==> config.mk <==
export PLATFORM = sky130hd
export DESIGN_NAME = therm_ctrl
export DESIGN_NICKNAME = d
export VERILOG_FILES = /design/src/rtl/therm_pkg.sv /design/src/rtl/conv_timer.sv /design/src/rtl/fault_filter.sv /design/src/rtl/therm_ctrl.sv
export SDC_FILE = /design/constraint.sdc
export NUM_CORES = 1
export LEC_CHECK = 0
export BUFFER_PORTS_ARGS = -buffer_cell sky130_fd_sc_hd__buf_2
export CAP_MARGIN = 25
export CORE_MARGIN = 2
export CORE_UTILIZATION = 58
export DETAILED_ROUTE_END_ITERATION = 12
export PLACE_DENSITY = 0.86
export SLEW_MARGIN = 5
export SYNTH_ARGS = -nofsm -noshare
export SYNTH_HDL_FRONTEND = slang
export SYNTH_SLANG_ARGS = --single-unit
==> constraint.sdc <==
create_clock -name clk -period 6.25 [get_ports clk]
set_input_delay 1.25 -clock clk [delete_from_list [all_inputs] [get_ports clk]]
set_output_delay 1.25 -clock clk [all_outputs]
set_load 0.02 [all_outputs]
==> src/rtl/therm_pkg.sv <==
package therm_pkg;
    localparam int TEMP_W   = 16;
    localparam int MIN_BITS = 9;
    localparam int DROP_MAX = TEMP_W - MIN_BITS;
    localparam int RUN_MAX  = 6;
    localparam int RUN_W    = $clog2(RUN_MAX + 1);

    typedef struct packed {
        logic             alarm;
        logic [RUN_W-1:0] run;
        logic [1:0]       fsel;
    } filt_st_t;

    typedef struct packed {
        logic [TEMP_W-1:0] temp;
        logic              done;
    } out_st_t;

    // Keep-mask for a resolution code: the low (DROP_MAX - code) bits are cleared.
    function automatic logic [TEMP_W-1:0] res_mask(input logic [1:0] code);
        return {TEMP_W{1'b1}} << (DROP_MAX - int'(code));
    endfunction

    // Consecutive results needed for a fault code.
    function automatic logic [RUN_W-1:0] need_runs(input logic [1:0] code);
        case (code)
            2'd0:    return RUN_W'(1);
            2'd1:    return RUN_W'(2);
            2'd2:    return RUN_W'(4);
            default: return RUN_W'(RUN_MAX);
        endcase
    endfunction
endpackage

==> src/rtl/conv_timer.sv <==
module conv_timer #(
    parameter int CYC_PER_MS = 1000,
    parameter int BASE_MS    = 25
) (
    input  logic       clk,
    input  logic       rst_n,
    input  logic [1:0] res_sel,
    output logic       tick
);
    localparam int BASE_CYC = CYC_PER_MS * BASE_MS;
    localparam int CW       = $clog2(BASE_CYC * 8 + 1);

    logic [CW-1:0] lim;
    logic [CW-1:0] cnt_d, cnt_q;

    always_comb begin
        lim   = CW'(BASE_CYC) << res_sel;
        // ">=" keeps a shortened period from overshooting after a mid-count change
        tick  = (cnt_q >= lim - CW'(1));
        cnt_d = tick ? '0 : cnt_q + CW'(1);
    end

    always_ff @(posedge clk or negedge rst_n) begin
        if (!rst_n) cnt_q <= '0;
        else        cnt_q <= cnt_d;
    end
endmodule

==> src/rtl/fault_filter.sv <==
module fault_filter
    import therm_pkg::*;
(
    input  logic              clk,
    input  logic              rst_n,
    input  logic              valid,
    input  logic [TEMP_W-1:0] sample,
    input  logic [TEMP_W-1:0] thr_hi,
    input  logic [TEMP_W-1:0] thr_lo,
    input  logic [1:0]        fsel,
    output logic              alarm
);
    filt_st_t         st_d, st_q;
    logic [RUN_W-1:0] base;
    logic [RUN_W-1:0] next_run;
    logic             hit;

    always_comb begin
        st_d      = st_q;
        st_d.fsel = fsel;
        base      = (fsel != st_q.fsel) ? '0 : st_q.run;
        st_d.run  = base;
        next_run  = base + RUN_W'(1);
        hit       = st_q.alarm ? ($signed(sample) <  $signed(thr_lo))
                               : ($signed(sample) >= $signed(thr_hi));
        if (valid) begin
            if (!hit) begin
                st_d.run = '0;
            end else if (next_run >= need_runs(fsel)) begin
                st_d.alarm = ~st_q.alarm;
                st_d.run   = '0;
            end else begin
                st_d.run = next_run;
            end
        end
    end

    always_ff @(posedge clk or negedge rst_n) begin
        if (!rst_n) st_q <= '0;
        else        st_q <= st_d;
    end

    assign alarm = st_q.alarm;
endmodule

==> src/rtl/therm_ctrl.sv <==
module therm_ctrl
    import therm_pkg::*;
#(
    parameter int CYC_PER_MS = 1000,
    parameter int BASE_MS    = 25
) (
    input  logic              clk,
    input  logic              rst_n,
    input  logic [1:0]        res_sel,
    input  logic [1:0]        fault_sel,
    input  logic [TEMP_W-1:0] thr_hi,
    input  logic [TEMP_W-1:0] thr_lo,
    input  logic [TEMP_W-1:0] sample_in,
    output logic [TEMP_W-1:0] temp_word,
    output logic              alarm,
    output logic              conv_done
);
    logic              tick;
    logic [TEMP_W-1:0] masked;
    out_st_t           out_d, out_q;

    conv_timer #(.CYC_PER_MS(CYC_PER_MS), .BASE_MS(BASE_MS)) u_timer (
        .clk     (clk),
        .rst_n   (rst_n),
        .res_sel (res_sel),
        .tick    (tick)
    );

    fault_filter u_filt (
        .clk    (clk),
        .rst_n  (rst_n),
        .valid  (tick),
        .sample (masked),
        .thr_hi (thr_hi),
        .thr_lo (thr_lo),
        .fsel   (fault_sel),
        .alarm  (alarm)
    );

    always_comb begin
        masked     = sample_in & res_mask(res_sel);
        out_d      = out_q;
        out_d.done = tick;
        if (tick) out_d.temp = masked;
    end

    always_ff @(posedge clk or negedge rst_n) begin
        if (!rst_n) out_q <= '0;
        else        out_q <= out_d;
    end

    assign temp_word = out_q.temp;
    assign conv_done = out_q.done;
endmodule

==> metrics.txt <==
status=finished, final reports clean; crit-path max cell delay=490 ps; Comb pwr share=0.220; synth unique cells=40; mapped cell area=0.00278 mm²; endpoints failing setup=0; hpwl dp=approximately 4400 µm; Internal Pwr Total=~440 µW; Avg Cell Area, Syn=9.32 µm²; post-synthesis compound-gate area fraction=0.0771; largest family of logic cells by synthesized area=adder cells; I/O pin total=between 70 and 80; Detailed Routing Iterations Pass 1=4; met1 WL=approximately 2400 µm; number of global-route vias before repair=between 2,000 and 2,500; hold depth=1; final clock skew=about 6.4 ps; maxcap violations=0; buffer count from post-CTS setup fixing=0; Resized cells post-CTS=0; fraction of synthesized area in multiplexers=0.0640; Worst-Skew Late Latency=approximately 290 ps; P&R area growth vs syn=17.0%; Worst Tran Pin Value=about 800 ps; clock power share=0.330; Lkg Pwr=0.00178 µW; post-layout minimum cycle time=3890 ps; Max-Slew Margin vs Limit=0.451; Seq cells post-synth=37; die width=approximately 73 µm; setup_tns=0 ps; core area=0.00466 mm²; cell taking the most area after synthesis=dfrtp_1; share of cells above drive strength 1=0.249; H-tree levels=2; startpoint types=input port; FF-to-FF End=u_filt.st_q[4]$_DFF_PN0_; Multi-input gate area=0.00168 mm²; Tcrit/Tclk final=0.622; DR vias/cell=5.38; grt ovf=0; xor/xnor share of the synthesized area=0.0631; class of the worst hold path=flop to flop; FF+latch area=about 930 µm²; Vias=about 2,300; Clock Path Buffers=2; Switching Share=0.300; Sink Count=37; Reg clk slew, reported paths=around 80 ps; pin count of the biggest net entering global routing=38; Routed Antenna Nets=0; worst path required time=6440 ps; DR WL met3=~280 µm; Final Routed Wirelength=about 5600 µm; critical path class=input port to flop; Gate Count Post-Synth=298; GRT Total Usage=0.225; CTS tree=done; HP Start=u_timer.cnt_q[0]$_DFF_PN0_; fmax=~260 MHz; root buffer cell=clkbuf_8; Layout fillers=352; unrepaired setup endpoints after global routing=no; sequential power share=0.450; # port buffers=between 60 and 70; Starting Density=0.596; Yosys Warn Count=0; nets=around 470; met2 routed WL=roughly 2800 µm; DR top layer=met4; crit-path max FO=24; initial antenna violation count=0; Synth Area in Simple Gates=0.169; Die ar.=0.00536 mm²; Seq/Total Area, Yosys=0.333; Final Hold Violating Endpoints=0; Net Sw Power=190 µW; Ant. Diodes=0; hold endpoint=u_timer.cnt_q[0]$_DFF_PN0_; DR WL/cell=roughly 13 µm; Worst VDD drop=approximately 0.15 mV; Hold Buf Count CTS=0; Num CTS Buffers=5; Worst Hold Slack=between 400 and 500 ps; Critical R2R Launch=u_timer.cnt_q[4]$_DFF_PN0_; crit path cell chain=buf_2 -> inv_1 -> ha_1 -> xor2_1 -> ha_1 -> a211oi_1 -> a211oi_1 -> a2111oi_0 -> o21ai_2 -> buf_4 -> and3_1 -> nor3_1 -> nor2_1; initial drt markers=55; Chip Height=roughly 73 µm; Synth Area in Adders=0.225; row cnt=25; reg2reg path depth=9; top-area cell type share of the netlist area=0.333; first-pass GRT wire length=approximately 9300 µm; P per Cell Area=~200 mW/mm²; RD Place Congestion=~0.86; Critical Path AT=about 4100 ps; Slowest-stage cell, CP=a2111oi_0; final max-slew violation count=0; DRC Markers=0; Critical Path End Type=flop; Reg2Reg Setup Slack=between 3000 and 4000 ps; Area contributors post-synth=dfrtp_1, ha_1, nor2_1
==> flip-flops by register name (all words and copies together), names as in the netlist <==
name / count
u_timer.cnt_q: 18
temp_word: 12
u_filt.st_q: 5
conv_done: 1
u_filt.alarm: 1
==> critical path, delay by kind of cell <==
kind	cells	cell delay, ps
AO/OA/AOI/OAI	4	1130
buffers and inverters	3	610
adder cells (fa/ha/maj)	2	520
AND/OR/NAND/NOR	3	380
XOR/XNOR	1	170
==> synthesized netlist by cell type (all sizes together) <==
cell     number
xnor2         7
a2111oi       1
nor2b         1
nand2        19
or4           1
or2           2
o21ai         5
mux2i         3
dfrtp        37
conb          2
buf           7
nor4b         2
a21o          2
ha           50
a21oi        14
or3           1
mux2         12
xor2         13
a41oi         1
inv          36
o31ai         1
and4b         2
a31oi         2
nor2         37
nand4b        1
nand4         7
a211oi        4
a221oi        2
nand3         9
o2bb2ai       1
nand2b        1
and2          4
and3          4
nor3          6
clkbuf        1
==> per-stage QoR <==
| step | setup WS [ps] | power, µW | cells | area (µm²) | util |
|---|---|---|---|---|---|
| floorplan | 2680 | 377 | 301 | 2790 | - |
| global placement | 2140 | 419 | 411 | 3130 | 0.672 |
| detailed placement | 2000 | 428 | 411 | 3130 | 0.672 |
| CTS | 2300 | 638 | 419 | 3250 | 0.697 |
| global route | 2140 | 669 | 419 | 3250 | 0.697 |
| finish | 2360 | 633 | 419 | 3250 | 0.697 |
==> power groups by stage <==
stage	Combinational, µW	Clock (µW)	Sequential, µW
2_1_floorplan	86.7	0	291
3_3_place_gp	132	0	287
3_5_place_dp	139	0	289
4_1_cts	140	214	284
5_1_grt	160	221	288
6_report	139	209	285
==> layer usage <==
metal  vias up  track usage
met5         -            0
met1      1040        0.251
met4         0       0.0761
li1       1146            -
met3        10       0.0456
met2        57        0.419
==> cell families after synthesis <==
| group | after synthesis |
|---|---|
| adder cells (fa/ha/maj) | 50 |
| XOR/XNOR | 20 |
| multiplexers | 15 |
| AO/OA/AOI/OAI | 33 |
| flip-flops | 37 |
| AND/OR/NAND/NOR | 97 |
| other | 2 |
| buffers and inverters | 44 |
==> how the worst max path moves through the flow <==
stage / startpoint / endpoint / slack (ps) / cells past startpoint
finish: res_sel[1] / u_filt.st_q[4]$_DFF_PN0_ / 2360 / 13
global route: res_sel[1] / u_filt.st_q[4]$_DFF_PN0_ / 2140 / 13
CTS: res_sel[1] / u_filt.st_q[4]$_DFF_PN0_ / 2300 / 13
detailed placement: res_sel[1] / u_filt.st_q[4]$_DFF_PN0_ / 2000 / 13
global placement: res_sel[1] / temp_word[5]$_DFFE_PN0N_ / 2140 / 11
floorplan: res_sel[1] / u_filt.st_q[4]$_DFF_PN0_ / 2680 / 11
==> final cells by class <==
type / instances / share of cell area
multi-input cells: 220 / 0.518
flip-flops and latches: 37 / 0.285
repair buffers: 64 / 0.0993
inverters: 36 / 0.0416
clock buffers: 5 / 0.0212
well taps: 54 / 0.0208
clock inverters: 3 / 0.0142
==> layout by cell type (no fill, tap or decap), types with 2 or more instances in the layout <==
cell type	n
nor4b_1	2
a31oi_1	2
nor3_1	6
nand3_1	9
and2_1	4
nand2_1	19
ha_1	50
or2_2	2
and3_1	4
xnor2_1	7
clkbuf_8	5
o21ai_0	4
a211oi_1	4
conb_1	5
a21oi_1	13
nor2_1	37
dfrtp_1	37
a21o_1	2
and4b_1	2
buf_2	63
nand4_1	7
inv_1	36
xor2_1	13
mux2_2	12
mux2i_1	2
Power figures use the tool's default switching activity.
